$ cat config.mk
export PLATFORM = sky130hd
export DESIGN_NAME = sync_embed_decoder
export DESIGN_NICKNAME = d
export VERILOG_FILES = /design/src/rtl/sed_pkg.sv /design/src/rtl/sync_matcher.sv /design/src/rtl/sync_level_gen.sv /design/src/rtl/byte_stage.sv /design/src/rtl/sync_embed_decoder.sv
export SDC_FILE = /design/constraint.sdc
export NUM_CORES = 1
export LEC_CHECK = 0
export ABC_AREA = 1
export BUFFER_PORTS_ARGS = -buffer_cell sky130_fd_sc_hd__buf_2
export CAP_MARGIN = 20
export CORE_ASPECT_RATIO = 0.8
export CORE_MARGIN = 2
export CORE_UTILIZATION = 30
export DETAILED_ROUTE_END_ITERATION = 8
export GPL_ROUTABILITY_DRIVEN = 0
export PLACE_DENSITY = 0.64
export SYNTH_ARGS = -nofsm -noshare
export SYNTH_HDL_FRONTEND = slang
export SYNTH_SLANG_ARGS = --single-unit
export TNS_END_PERCENT = 20
$ cat constraint.sdc
create_clock -name clk -period 1.71 [get_ports clk]
set_input_delay 0.2565 -clock clk [delete_from_list [all_inputs] [get_ports clk]]
set_output_delay 0.2565 -clock clk [all_outputs]
set_load 0.01 [all_outputs]
$ cat src/rtl/sed_pkg.sv
package sed_pkg;
  typedef enum logic [1:0] {
    M_IDLE = 2'd0,
    M_LEAD = 2'd1,
    M_Z1   = 2'd2,
    M_Z2   = 2'd3
  } match_st_t;

  typedef enum logic [1:0] {
    C_SOL = 2'd0,
    C_EOL = 2'd1,
    C_SOF = 2'd2,
    C_EOF = 2'd3
  } code_t;
endpackage

$ cat src/rtl/sync_matcher.sv
module sync_matcher
  import sed_pkg::*;
#(
  parameter int          DATA_W    = 8,
  parameter logic [DATA_W-1:0] LEAD_BYTE = 8'hFF,
  parameter logic [DATA_W-1:0] FILL_BYTE = 8'h00
) (
  input  logic              clk,
  input  logic              rst_n,
  input  logic              clear,
  input  logic              in_valid,
  input  logic [DATA_W-1:0] in_data,
  output logic              evt_valid,
  output code_t             evt_code
);
  localparam int CODE_W = 2;

  match_st_t st_q, st_d;
  logic is_lead, is_fill, in_range;

  assign is_lead  = (in_data == LEAD_BYTE);
  assign is_fill  = (in_data == FILL_BYTE);
  assign in_range = (in_data[DATA_W-1:CODE_W] == '0);

  always_comb begin
    st_d = st_q;
    if (in_valid) begin
      unique case (st_q)
        M_IDLE: st_d = is_lead ? M_LEAD : M_IDLE;
        M_LEAD: st_d = is_fill ? M_Z1 : (is_lead ? M_LEAD : M_IDLE);
        M_Z1:   st_d = is_fill ? M_Z2 : (is_lead ? M_LEAD : M_IDLE);
        M_Z2:   st_d = is_lead ? M_LEAD : M_IDLE;
        default: st_d = M_IDLE;
      endcase
    end
  end

  always_ff @(posedge clk or negedge rst_n) begin
    if (!rst_n)     st_q <= M_IDLE;
    else if (clear) st_q <= M_IDLE;
    else            st_q <= st_d;
  end

  assign evt_valid = !clear && in_valid && (st_q == M_Z2) && in_range;
  assign evt_code  = code_t'(in_data[CODE_W-1:0]);

  // a cycle without a valid byte leaves the matcher where it was
  a_r5_idle_holds: assert property (@(posedge clk) disable iff (!rst_n)
    (!clear && !in_valid) |=> (st_q == $past(st_q)));

  // a lead byte always (re)starts a match
  a_r9_lead_restarts: assert property (@(posedge clk) disable iff (!rst_n)
    (!clear && in_valid && is_lead) |=> (st_q == M_LEAD));

  // a clear forces the matcher idle
  a_r6_clear_idles: assert property (@(posedge clk) disable iff (!rst_n)
    clear |=> (st_q == M_IDLE));
endmodule

$ cat src/rtl/sync_level_gen.sv
module sync_level_gen
  import sed_pkg::*;
(
  input  logic  clk,
  input  logic  rst_n,
  input  logic  clear,
  input  logic  evt_valid,
  input  code_t evt_code,
  output logic  vsync,
  output logic  hsync
);
  logic v_q, h_q;

  always_ff @(posedge clk or negedge rst_n) begin
    if (!rst_n) begin
      v_q <= 1'b0;
      h_q <= 1'b0;
    end else if (clear) begin
      v_q <= 1'b0;
      h_q <= 1'b0;
    end else if (evt_valid) begin
      unique case (evt_code)
        C_SOF: begin v_q <= 1'b1; h_q <= 1'b1; end
        C_EOF: begin v_q <= 1'b0; h_q <= 1'b0; end
        C_SOL: h_q <= 1'b1;
        C_EOL: h_q <= 1'b0;
        default: ;
      endcase
    end
  end

  assign vsync = v_q;
  assign hsync = h_q;

  // start of frame raises both levels
  a_r2_sof_both_high: assert property (@(posedge clk) disable iff (!rst_n)
    (!clear && evt_valid && evt_code == C_SOF) |=> (vsync && hsync));

  // end of frame drops both levels
  a_r3_eof_both_low: assert property (@(posedge clk) disable iff (!rst_n)
    (!clear && evt_valid && evt_code == C_EOF) |=> (!vsync && !hsync));

  // line codes never move the vertical level
  a_r4_line_keeps_v: assert property (@(posedge clk) disable iff (!rst_n)
    (!clear && evt_valid && (evt_code == C_SOL || evt_code == C_EOL)) |=> $stable(vsync));

  // without an event the levels hold
  a_r10_no_evt_hold: assert property (@(posedge clk) disable iff (!rst_n)
    (!clear && !evt_valid) |=> ($stable(vsync) && $stable(hsync)));
endmodule

$ cat src/rtl/byte_stage.sv
module byte_stage #(
  parameter int DATA_W = 8
) (
  input  logic              clk,
  input  logic              rst_n,
  input  logic              enable,
  input  logic              in_valid,
  input  logic [DATA_W-1:0] in_data,
  output logic              out_valid,
  output logic [DATA_W-1:0] out_data
);
  logic              vld_q;
  logic [DATA_W-1:0] dat_q;

  always_ff @(posedge clk or negedge rst_n) begin
    if (!rst_n) begin
      vld_q <= 1'b0;
      dat_q <= '0;
    end else if (!enable) begin
      vld_q <= 1'b0;
      dat_q <= '0;
    end else begin
      vld_q <= in_valid;
      if (in_valid) dat_q <= in_data;
    end
  end

  assign out_valid = vld_q;
  assign out_data  = dat_q;

  // accepted byte appears one cycle later
  a_r8_byte_latency: assert property (@(posedge clk) disable iff (!rst_n)
    (enable && in_valid) |=> (out_valid && out_data == $past(in_data)));

  // idle cycle keeps the data and drops valid
  a_r8_idle_holds: assert property (@(posedge clk) disable iff (!rst_n)
    (enable && !in_valid) |=> (!out_valid && $stable(out_data)));
endmodule

$ cat src/rtl/sync_embed_decoder.sv
module sync_embed_decoder
  import sed_pkg::*;
#(
  parameter int DATA_W = 8
) (
  input  logic              clk,
  input  logic              rst_n,
  input  logic              enable,
  input  logic              sync_sel,
  input  logic              in_valid,
  input  logic [DATA_W-1:0] in_data,
  output logic              in_ready,
  output logic              out_valid,
  output logic [DATA_W-1:0] out_data,
  output logic              vsync,
  output logic              hsync
);
  localparam logic [DATA_W-1:0] LEAD = {DATA_W{1'b1}};
  localparam logic [DATA_W-1:0] FILL = {DATA_W{1'b0}};

  logic  sync_clear;
  logic  evt_valid;
  code_t evt_code;

  assign in_ready   = 1'b1;
  assign sync_clear = !enable || !sync_sel;

  sync_matcher #(
    .DATA_W   (DATA_W),
    .LEAD_BYTE(LEAD),
    .FILL_BYTE(FILL)
  ) u_match (
    .clk      (clk),
    .rst_n    (rst_n),
    .clear    (sync_clear),
    .in_valid (in_valid),
    .in_data  (in_data),
    .evt_valid(evt_valid),
    .evt_code (evt_code)
  );

  sync_level_gen u_level (
    .clk      (clk),
    .rst_n    (rst_n),
    .clear    (sync_clear),
    .evt_valid(evt_valid),
    .evt_code (evt_code),
    .vsync    (vsync),
    .hsync    (hsync)
  );

  byte_stage #(.DATA_W(DATA_W)) u_bytes (
    .clk      (clk),
    .rst_n    (rst_n),
    .enable   (enable),
    .in_valid (in_valid),
    .in_data  (in_data),
    .out_valid(out_valid),
    .out_data (out_data)
  );

  // power-down silences every output
  a_r6_off_quiet: assert property (@(posedge clk) disable iff (!rst_n)
    !enable |=> (!out_valid && out_data == '0 && !vsync && !hsync));

  // pass-through keeps both sync levels low
  a_r7_bypass_low: assert property (@(posedge clk) disable iff (!rst_n)
    !sync_sel |=> (!vsync && !hsync));

  // never any back-pressure
  a_r11_ready: assert property (@(posedge clk) in_ready);
endmodule

* Word level (Yosys, flattened, before mapping)
Cells that the tools add are included.
** Storage, ports and cells
- Bits in registers :: 13
- Word-level logic and storage cells :: 46
** Cells by class
- Equality and inequality tests :: 8
- Mux-type cells :: 15
- Reduce and logical (&&, ||, !) cells :: 18
** Operators with widths (count)
- 2-to-1 mux 8 bit :: 2
- == test 2 bit, second input constant :: 4
- == test 8 bit, second input constant :: 1
- logical NOT 8 bit :: 1
- 2-to-1 mux 2 bit :: 4
- logical NOT 6 bit :: 1
- 2-to-1 mux 1 bit :: 6
- case mux 2 bit (3 select lines) :: 1
- OR reduction 2 bit :: 3
- == test 2 x 1 -> 1 bit, second input constant :: 2
- logical NOT 2 bit :: 2
- case mux 1 bit (2 select lines) :: 2
- nonzero test 2 bit :: 2
- logical AND 1 bit :: 3
- logical NOT 1 bit :: 3
- nonzero test 3 bit :: 1
- inequality test 2 x 1 -> 1 bit, second input constant :: 1
- AND reduction 2 bit :: 1
- logical OR 1 bit :: 1

* Logic depth before layout (Yosys ltp)
Gate-level depths: netlist of the first run.
- Word-level depth :: 8
- Gate-level depth with buffers :: 8
- Gate-level depth less buffers :: 8

* By module
Synthesis of the first run repeated with hierarchy kept, for this count alone.
** Unflattened totals
- Cells, all modules :: 92
- Area total of the unflattened synthesis :: 747.0 sq um
** Modules (own cells, without submodules)
- byte_stage :: instances 1, cells each 39, area an instance 389.1 sq um, sequential area each 225.2 sq um
- sync_matcher :: instances 1, cells each 39, area an instance 256.5 sq um, sequential area each 50.0 sq um
- sync_level_gen :: instances 1, cells each 11, area an instance 86.3 sq um, sequential area each 50.0 sq um
- sync_embed_decoder :: instances 1, cells each 3, area an instance 15.0 sq um, sequential area each 0.0 sq um

* Worst setup path before layout of the first run
OpenSTA, ideal clock, no wires.
- Path kind :: flip-flop to flip-flop
- From :: register u_match.st_q[0]
- To :: register u_match.st_q[0]
- Data arrival time :: 0.940 ns
- Required time :: 1.594 ns
- Slack :: 0.654 ns
- Cell stages (with the launch flop) :: 9
- Cell sequence :: dfrtp_1 > inv_1 > ha_1 > inv_1 > nand2_1 > o21ai_1 > a21oi_1 > nand2_1 > nand2_1
** On the way
- Word-level cells in the longest chain between the ends :: 5
- Elaborated cells on any way between the ends :: 8
** Ends and longest elaborated chain
- start: declaration :: line sync_matcher.sv:18 : match_st_t st_q, st_d;
- start signal: assignment :: line sync_matcher.sv:41 : else st_q <= st_d;
- == test 2 bit or logical NOT 2 bit (tied branches) :: line sync_matcher.sv:28 : unique case (st_q)
- OR reduction 2 bit (no source line)
- case mux 2 bit (3 select lines) (*) :: line sync_matcher.sv:28
- 2-to-1 mux 2 bit (*) :: line sync_matcher.sv:27 : if (in_valid) begin
- 2-to-1 mux 2 bit (*) :: line sync_matcher.sv:40 : else if (clear) st_q <= M_IDLE;
Mark *: on every way between the ends. The rest lies on a longest branch, timed or not. The select of a mux whose other input is x is not followed.
A chain may end at the register's enable or synchronous reset.

* Worst setup path in the final report of the first run
Same ends and word-level chain as after synthesis.

==> metrics.md, run 1 <==
| Metric | Value |
|---|---|
| Fill cells | `242` |
| Vias per cell | `around 4.5` |
| Max-cap violations | `0` |
| Leak Pwr | `0.5050 nW` |
| Netlist cell types | `19` |
| Vias in the first global route | `581` |
| First-pass GRT wire length | `2.573 mm` |
| Drt total wl | `1.609 mm` |
| Setup bufs post-CTS | `0` |
| PortBufs | `23` |
| Drt drc | `2` |
| Setup tns final | `0 ps` |
| Final Util | `39.77%` |
| Gr usage total | `a little over an eighth` |
| Via count | `641` |
| Critical setup path kind | `reg2reg` |
| Most used cell, CP | `nand2_1` |
| Fin crit share | `67.20%` |
| Syn_nets | `107` |
| Drt initial violations | `33` |
| ANT nets after route | `0` |
| Outcome | `finished, violations left` |
| Starting Density | `about a third` |
| Clock Sinks | `13` |
| Site Rows | `15` |
| Post-CTS resize count | `0` |
| Worst EP required | `1880 ps` |
| Core area | `about 2200 um2` |
| Failing checks | `DRC` |
| CP startpoint kind | `flip-flop` |
| Largest net degree at the start of global routing | `14` |
| PwrDens | `683.0 nW/um2` |
| Final Hold Fails | `0` |
| Avg Inst Size Synth | `7.878 um2` |
| GRT Residual Overflow | `0` |
| Hold crit path type | `in2reg` |
| HPWL Detailed | `1.276 mm` |
| CTS max path bufs | `2` |
| H-tree depth | `1` |
| Sequential cell area fraction in the yosys report | `45.38%` |
| Post-layout min period | `1149 ps` |
| Routed len/inst | `about 11 um` |
| Clock-pin slew of the registers on the worst-case setup and hold paths | `roughly 80 ps` |
| CTS tree | `yes` |
| Placed Area | `844.6 um2` |
| CTS root buf | `clkbuf_4` |
| Number of antenna violations at the first check in global routing | `0` |
| Setup Skew | `0.04069 ps` |
| Crit end category | `flip-flop` |
| Seq cells post-synth | `13` |
| Critical path's slowest cell | `dfrtp_1` |
| Die area | `around 2800 um2` |
| Crit-path cells | `inv_1, ha_1, inv_1, nand2_1, o21ai_1, a21oi_1, nand2_1, nand2_1` |
| Final slew viol count | `0` |
| Area delta synth->final | `22.86%` |
| Die width | `58.66 um` |
| Fmax | `~870 MHz` |
| Pre-antenna DRT Iters | `8` |
| Num CTS Buffers | `3` |
| Die height | `47.73 um` |
| Max VDD drop | `0.2401 mV` |
| NumNets Final | `134` |
| Worst-Skew Late Latency | `between 200 and 300 ps` |
| Most frequent cells in the layout | `nand2_1 (28), buf_2 (23), dfrtp_1 (13), nand3_1 (12), inv_1 (10)` |
| Crit-path max FO | `4` |
| Synth warnings | `0` |
| Arr. time, crit path | `1320 ps` |
| Synth Instances | `91` |
| Setup Viol. Count Final | `0` |
| Crit path largest cell delay | `~400 ps` |
| I/O pin count | `25` |
| Share of cells above drive strength 1 | `29.06%` |
| Most common cell after layout, fill and taps aside | `nand2_1` |
| Final instance area | `880.8 um2` |
| Syn Std Cell Area | `716.9 um2` |
| RSZ-0062 raised after global routing | `false` |
| # diodes | `0` |
-- per-layer routing --
metal	part of all wire, %	GRT usage, %	vias up	wire [um]
li1	-	-	334	-
met1	49	16.36	285	784
met2	41	20.90	20	661
met3	8.9	5.405	2	143
met4	1.2	5.455	0	19
met5	0	0	-	0
-- worst paths after layout --
check,startpoint,to,slack (ps),depth (start not counted)
min,in_data[6],u_bytes.out_data[6],210,3
max in group asynchronous,rst_n,u_match.st_q[1],1090,2
min in group asynchronous,rst_n,u_bytes.out_data[3],400,2
max,u_match.st_q[0],u_match.st_q[0],560,8
max reg2reg,u_match.st_q[0],u_match.st_q[0],560,8
min reg2reg,u_bytes.out_data[0],u_bytes.out_data[0],510,2
-- sequential cells by signal, summed over array words and instances, names as in the netlist --
signal	flops
u_bytes.out_data	8
u_bytes.out_valid	1
u_level.hsync	1
u_level.vsync	1
u_match.st_q	2
-- cell families (layout without fill, tap and decap cells) --
group	Yosys count	in the layout	share of synthesized area (%)
AO/OA/AOI/OAI	6	6	4.187
adder cells (fa/ha/maj)	3	3	5.236
buffers and inverters	13	39	8.377
flip-flops	13	13	45.37
other	1	1	0.5231
AND/OR/NAND/NOR	55	55	36.30
-- cells in the mapped netlist --
master / count / area, um2
a21oi_1: 1 / 5.000
buf_4: 1 / 7.510
buf_6: 1 / 11.26
conb_1: 1 / 3.750
dfrtp_1: 13 / 325.3
ha_1: 3 / 37.54
inv_1: 10 / 37.54
inv_2: 1 / 3.750
nand2_1: 28 / 105.1
nand2_2: 1 / 6.260
nand2_4: 1 / 11.26
nand3_1: 12 / 60.06
nand4_1: 1 / 6.260
nor2_1: 7 / 26.28
nor2_2: 2 / 12.51
nor2_4: 2 / 22.52
nor3_2: 1 / 10.01
o21ai_0: 3 / 15.01
o21ai_1: 2 / 10.01
-- power breakdown --
part	total, mW	switching (mW)	internal, mW
Combinational	0.0874	0.0564	0.0311
Clock	0.190	0.0995	0.0905
Sequential	0.324	0.00533	0.319
-- metrics by stage --
step | hold slack [ps] | total power [mW] | cells | setup slack (ps)
after floorplan | -39.09 | 0.3741 | 91 | 654.0
after global placement | 154.9 | 0.4155 | 137 | 590.6
after detailed placement | 162.9 | 0.4171 | 137 | 558.8
after CTS | 205.8 | 0.6109 | 142 | 547.7
after global routing | 222.7 | 0.6425 | 142 | 474.5
final | 210.8 | 0.6016 | 142 | 560.9
-- cell type report --
cell class	count	area [um2]	area share [%]
clock buffers	4	26.28	2.983
well taps	25	31.28	3.551
repair buffers	24	125.1	14.20
flip-flops and latches	13	325.3	36.93
inverters	11	41.29	4.687
multi-input cells	65	331.6	37.64
-- critical path: cells and delay by family (launching register included) --
family	cells	cell delay [ps]
AOI/OAI and AO/OA	2	160
buffers and inverters	2	110
DFF	1	400
and+or+nand+nor	3	170
adders and majority gates	1	200
-- what timing repair did --
item / in CTS / in global routing
endpoints found under the setup margin: 0 / 0
hold endpoints to repair: 13 / 0
hold buffers: 1 / 0
(Power assumes the default switching activity.)
==> run 2: changes to the inputs <==
==> constraint.sdc (replaced) <==
create_clock -name clk -period 1.1 [get_ports clk]
set_input_delay 0.165 -clock clk [delete_from_list [all_inputs] [get_ports clk]]
set_output_delay 0.165 -clock clk [all_outputs]
set_load 0.01 [all_outputs]
==> run 2 against run 1 <==
Net effect:
- the run ends with DRC, setup timing left
- maximum frequency down 3.5%
- cell count up 2.1%
- cell area rose by 4.0%
- worst setup slack worse by 650 ps
- non-clock buffer count rose by 3
- register-to-register slack got worse by 650 ps
- critical path type unchanged
- critical endpoint unchanged
- largest cell class unchanged
- highest routed layer unchanged
==> metrics.md, run 2 (synthesis gave the netlist of run 1 again) <==
| Metric | Value |
|---|---|
| Outcome | `finished, violations left` |
| Failing checks | `DRC, setup timing` |
| Critical path's slowest cell | `dfrtp_1` |
| Fill cells | `229 (-5.4%)` |
| Final Worst Setup Slack | `-90.48 ps (-651.4 ps)` |
| Max FFs per register | `8 (unchanged)` |
| Setup tns final | `-181.3 ps (-181.3 ps)` |
| Post-route insts no fill | `145 (+2.1%)` |
| Area delta synth->final | `27.75%` |
| Gr usage total | `13.38% (+0.18 points)` |
| Total Power | `0.9313 mW (+55%)` |
| Share of cells above drive strength 1 | `36.67% (+7.6 points)` |
| ANT nets after route | `0 (unchanged)` |
| Critical setup path kind | `reg2reg` |
| Met3 routed WL | `143 um (unchanged)` |
| Largest net degree at the start of global routing | `14 (unchanged)` |
| Final instance area | `915.9 um2 (+4.0%)` |
| Via count | `684 (+6.7%)` |
| Drt total wl | `1.744 mm (+8.4%)` |
| Worst-Skew Late Latency | `270 ps (about the same)` |
| Max-cap violations | `0 (unchanged)` |
| Crit path largest cell delay | `410 ps (about the same)` |
| Hold crit path type | `in2reg` |
| Largest delay contributor family on the critical path | `flip-flops` |
| Final Hold Fails | `0 (unchanged)` |
| Fin Hold WS | `120.0 ps (-90.75 ps)` |
| Leak Pwr | `0.5158 nW (+2.1%)` |
| Number of antenna violations at the first check in global routing | `0 (unchanged)` |
| Final Util | `41.36% (+1.6 points)` |
| Fin crit share | `108.2% (+41 points)` |
| Vias per cell | `4.717 (+4.5%)` |
| Drt initial violations | `9 (-73%)` |
| Die width | `58.66 um (unchanged)` |
| Num CTS Buffers | `3 (unchanged)` |
| Crit end category | `flip-flop` |
| Arr. time, crit path | `1400 ps (+80 ps)` |
| HPWL Detailed | `1.318 mm (+3.3%)` |
| Most frequent cells in the layout | `nand2_1 (26), buf_2 (23), dfrtp_1 (13), nand3_1 (12), inv_1 (8)` |
| Starting Density | `32.37% (unchanged)` |
| Placed Area | `852.1 um2 (+0.89%)` |
| Most used cell, CP | `nand2_1` |
| PwrDens | `1017 nW/um2 (+49%)` |
| Hold-critical path depth | `3 (unchanged)` |
| CP startpoint kind | `flip-flop` |
| Crit-path cells | `inv_1, ha_2, inv_2, nand2_2, o21ai_1, a21oi_1, nand2_1, nand2_1` |
| Hold Crit Start | `in_data[6]` |
| GRT Residual Overflow | `0 (unchanged)` |
| Placed Cells | `138 (+0.73%)` |
| Max VDD drop | `0.5879 mV (+140%)` |
| # diodes | `0 (unchanged)` |
| Vias in the first global route | `590 (+1.5%)` |
| Worst reg2reg startpoint | `u_match.st_q[0]` |
| Site Rows | `15 (unchanged)` |
| Crit-path max FO | `4 (unchanged)` |
| Drt drc | `3 (+1)` |
| Clock-pin slew of the registers on the worst-case setup and hold paths | `80 ps (about the same)` |
| Die height | `47.73 um (unchanged)` |
| I/O pin count | `25 (unchanged)` |
| WP buf/inv | `2 (unchanged)` |
| Die area | `2799 um2 (unchanged)` |
| R2r worst-path depth | `8 (unchanged)` |
| Worst EP required | `1310 ps (-570 ps)` |
| CTS max path bufs | `2 (unchanged)` |
| Pre-antenna DRT Iters | `6 (-2)` |
| Most common cell after layout, fill and taps aside | `nand2_1` |
| Post-layout min period | `1190 ps (+41.40 ps)` |
| Core area | `2215 um2 (unchanged)` |
| Setup Viol. Count Final | `3 (+3)` |
| PortBufs | `23 (unchanged)` |
| CTS tree | `yes` |
| Reg-to-Reg End | `u_match.st_q[0]` |
| Routed len/inst | `12.03 um (+6.1%)` |
| Setup Skew | `0.03339 ps (-0.007300 ps)` |
| Met2 WL post-DR | `792 um (+20%)` |
| CTS root buf | `clkbuf_4` |
| Clock Sinks | `13 (unchanged)` |
| Reg2Reg Setup Slack | `-90 ps (-650 ps)` |
| Wl on met1 | `793 um (+1.1%)` |
| Fmax | `840.0 MHz (-3.5%)` |
| RSZ-0062 raised after global routing | `true` |
| NumNets Final | `137 (+2.2%)` |
| H-tree depth | `1 (unchanged)` |
| Setup WS pre-CTS | `-65.21 ps (-624.0 ps)` |
| Hold worst-path end | `u_bytes.out_data[6]` |
| First-pass GRT wire length | `2.635 mm (+2.4%)` |
| Top sig layer | `met4` |
| Final slew viol count | `0 (unchanged)` |
[run 2: cell count changes in the layout (fill, tap and decap cells not counted), sizes merged]
cell / change
buf: +3
[run 2: worst min-delay path, cell delays in order]
cell and delay, ps:
buf_2 100, nand2_1 50, nand2_1 50
[run 2: worst max-delay path by stage]
stage,start,endpoint,cells after the start,slack (ps)
final,u_match.st_q[0],u_match.st_q[0],8,-90
after global routing,u_match.st_q[0],u_match.st_q[0],8,-180
after CTS,u_match.st_q[0],u_match.st_q[0],6,-70
after detailed placement,u_match.st_q[0],u_match.st_q[0],8,-70
after global placement,u_match.st_q[0],u_match.st_q[0],8,-20
after floorplan,u_match.st_q[0],u_match.st_q[0],8,40
[run 2: repair_timing]
item	CTS	global route
pin swaps	0	7
hold buffers	1	0
endpoints found under the setup margin	2	4
setup buffers	0	2
hold endpoints to repair	13	0
gates resized for setup	1	6
[run 2: metal layers]
metal,GRT usage (%),vias up
met2,21.80,22
li1,-,340
met4,4.091,0
met1,15.87,320
met3,6.757,2
met5,0,-
[run 2: where the power goes]
part	switching, mW	internal, mW	leakage, nW
Sequential	0.00783	0.496	0.175
Clock	0.146	0.141	0.0150
Combinational	0.0907	0.0508	0.326
Total	0.244	0.687	0.516
[run 2: area by class of cell]
type | count | area, um2 | share of cell area [%]
multi-input combinational | 65 | 344.1 | 37.57
timing repair buffer | 27 | 147.6 | 16.12
sequential | 13 | 325.3 | 35.52
clock buffer | 4 | 26.28 | 2.869
tap | 25 | 31.28 | 3.415
inverter | 11 | 41.29 | 4.508
==> run 3: changes to the inputs <==
--- a/config.mk
+++ b/config.mk
@@ -13,7 +13,7 @@
 export CORE_UTILIZATION = 30
 export DETAILED_ROUTE_END_ITERATION = 8
 export GPL_ROUTABILITY_DRIVEN = 0
-export PLACE_DENSITY = 0.64
+export PLACE_DENSITY = 0.53
 export SYNTH_ARGS = -nofsm -noshare
 export SYNTH_HDL_FRONTEND = slang
 export SYNTH_SLANG_ARGS = --single-unit
==> run 3 against run 2 <==
Net effect:
- the run still ends with DRC, setup timing left
- maximum frequency increased by 4.2%
- hold slack improved by 5.0 ps
- worst setup slack improved by 48 ps
- non-clock buffer count unchanged
- global-route usage about the same
- via count decreased by 3.9%
- clock skew about the same
- power increased by 0.59%
- clock power increased by 1%
- critical endpoint is now u_level.vsync
- largest cell class unchanged
==> metrics.md, run 3 (synthesis gave the netlist of run 1 again) <==
| Metric | Value |
|---|---|
| PortBufs | `23 (unchanged)` |
| CTS tree | `yes` |
| R2r worst-path depth | `6 (-2)` |
| Final instance area | `950.9 um2 (+3.8%)` |
| Hold worst-path end | `u_bytes.out_data[5]` |
| Via count | `657 (-3.9%)` |
| Pre-antenna DRT Iters | `6 (unchanged)` |
| Die height | `47.73 um (unchanged)` |
| First-pass GRT wire length | `2.684 mm (+1.9%)` |
| GRT Residual Overflow | `0 (unchanged)` |
| Starting Density | `32.37% (unchanged)` |
| Most frequent cells in the layout | `nand2_1 (27), buf_2 (23), nand3_1 (11), dfrtp_1 (11), inv_1 (7)` |
| Worst EP required | `1260 ps (-50 ps)` |
| Area delta synth->final | `32.64%` |
| Site Rows | `15 (unchanged)` |
| CTS max path bufs | `2 (unchanged)` |
| Worst-Skew Late Latency | `270 ps (about the same)` |
| Fin crit share | `103.9% (-4.3 points)` |
| Crit end category | `flip-flop` |
| Max FFs per register | `8 (unchanged)` |
| Fmax | `875.1 MHz (+4.2%)` |
| Leak Pwr | `0.5172 nW (+0.27%)` |
| H-tree depth | `1 (unchanged)` |
| Crit path largest cell delay | `420 ps (about the same)` |
| Fill cells | `245 (+7.0%)` |
| Placed Area | `852.1 um2 (unchanged)` |
| Setup tns final | `-83.78 ps (+97.52 ps)` |
| Most common cell after layout, fill and taps aside | `nand2_1` |
| Arr. time, crit path | `1300 ps (-100 ps)` |
| Gr usage total | `13.40% (+0.016 points)` |
| Final Worst Setup Slack | `-42.74 ps (+47.74 ps)` |
| Routed len/inst | `11.90 um (-1.1%)` |
| Largest net degree at the start of global routing | `14 (unchanged)` |
| Final Hold Fails | `0 (unchanged)` |
| Outcome | `finished, violations left` |
| Clock Sinks | `13 (unchanged)` |
| Hold crit path type | `in2reg` |
| Total Power | `0.9368 mW (+0.59%)` |
| Crit-path cells | `ha_2, nand2_2, nor2_4, nand3_2, nor2_2, o21ai_1` |
| Share of cells above drive strength 1 | `40.83% (+4.2 points)` |
| Vias per cell | `4.531 (-3.9%)` |
| PwrDens | `985.2 nW/um2 (-3.1%)` |
| Max VDD drop | `0.7924 mV (+35%)` |
| Worst reg2reg startpoint | `u_match.st_q[1]` |
| Largest delay contributor family on the critical path | `flip-flops` |
| Drt initial violations | `10 (+1)` |
| CTS root buf | `clkbuf_4` |
| Reg-to-Reg End | `u_level.vsync` |
| Num CTS Buffers | `3 (unchanged)` |
| Die area | `2799 um2 (unchanged)` |
| Number of antenna violations at the first check in global routing | `0 (unchanged)` |
| Clock-pin slew of the registers on the worst-case setup and hold paths | `80 ps (about the same)` |
| Critical setup path kind | `reg2reg` |
| RSZ-0062 raised after global routing | `true` |
| Failing checks | `DRC, setup timing` |
| Final slew viol count | `0 (unchanged)` |
| Drt drc | `3 (unchanged)` |
| CP startpoint kind | `flip-flop` |
| Crit-path max FO | `4 (unchanged)` |
| Setup Viol. Count Final | `3 (unchanged)` |
| Core area | `2215 um2 (unchanged)` |
| Critical path's slowest cell | `dfrtp_2` |
| Setup Skew | `0.2280 ps (+0.1946 ps)` |
| Die width | `58.66 um (unchanged)` |
| Max-cap violations | `0 (unchanged)` |
| Reg2Reg Setup Slack | `-40 ps (+50 ps)` |
| NumNets Final | `137 (unchanged)` |
| Post-layout min period | `1143 ps (-47.74 ps)` |
| Vias in the first global route | `608 (+3.1%)` |
| Hold Crit Start | `in_data[5]` |
| WP buf/inv | `0 (-2)` |
| # diodes | `0 (unchanged)` |
| ANT nets after route | `0 (unchanged)` |
| Drt total wl | `1.725 mm (-1.1%)` |
| HPWL Detailed | `1.323 mm (+0.40%)` |
| Hold-critical path depth | `3 (unchanged)` |
| I/O pin count | `25 (unchanged)` |
## run 3: cell types whose count changed in the layout (fill, tap and decap cells not counted), moves of 2 or more
cell     change
ha_4         +2
dfrtp_1      -2
nor2_1       -2
dfrtp_2      +2
ha_2         -2
## run 3: area by class of cell
type	instances	area (um2)	share of cell area [%]
inverter	11	41.29	4.342
multi-input combinational	65	376.6	39.61
clock buffer	4	26.28	2.763
sequential	13	327.8	34.47
timing repair buffer	27	147.6	15.53
tap	25	31.28	3.289
## run 3: layer usage
| metal | global-route usage, % | wire, um | vias up |
|---|---|---|---|
| met1 | 18.74 | 823 | 296 |
| met5 | 0 | 0 | - |
| li1 | - | - | 341 |
| met2 | 20.22 | 767 | 18 |
| met3 | 4.865 | 119 | 2 |
| met4 | 2.727 | 15 | 0 |
## run 3: worst register-to-register path, cell delays in order, from the launching register on
cell     delay [ps]
dfrtp_2         420
ha_2            190
nand2_2          80
nor2_4           90
nand3_2          80
nor2_2          110
o21ai_1          60
## run 3: what timing repair did
action                                  CTS  global route
endpoints found under the setup margin    2             3
pin swaps                                 1             7
hold buffers                              1             0
endpoints found under the hold margin    13             0
buffers inserted                          0             2
gates resized for setup                   2            13
## run 3: through the flow
stage	hold WS (ps)	setup slack, ps	std cells	utilization [%]
after floorplan	-130.6	44.02	91	-
after detailed placement	72.18	-66.60	138	38.47
after global placement	68.42	-34.84	138	38.47
after CTS	124.8	-58.72	143	40.34
final	125.1	-42.74	145	42.94
after global routing	142.0	-110.6	145	42.94
## run 3: how the worst max path moves through the flow
stage | start | to | slack, ps | cells past startpoint
floorplan | u_match.st_q[0] | u_match.st_q[0] | 40 | 8
global placement | u_match.st_q[0] | u_match.st_q[0] | -30 | 8
detailed placement | u_match.st_q[0] | u_match.st_q[0] | -70 | 8
CTS | u_match.st_q[0] | u_match.st_q[0] | -60 | 8
global route | u_match.st_q[1] | u_level.vsync | -110 | 6
finish | u_match.st_q[1] | u_level.vsync | -40 | 6
## run 3: power breakdown
| part | total [mW] | internal [mW] | switching, mW | leakage [nW] |
|---|---|---|---|---|
| clock | 0.290 | 0.141 | 0.149 | 0.0150 |
| combinational | 0.143 | 0.0509 | 0.0917 | 0.330 |
| sequential | 0.504 | 0.496 | 0.00875 | 0.172 |
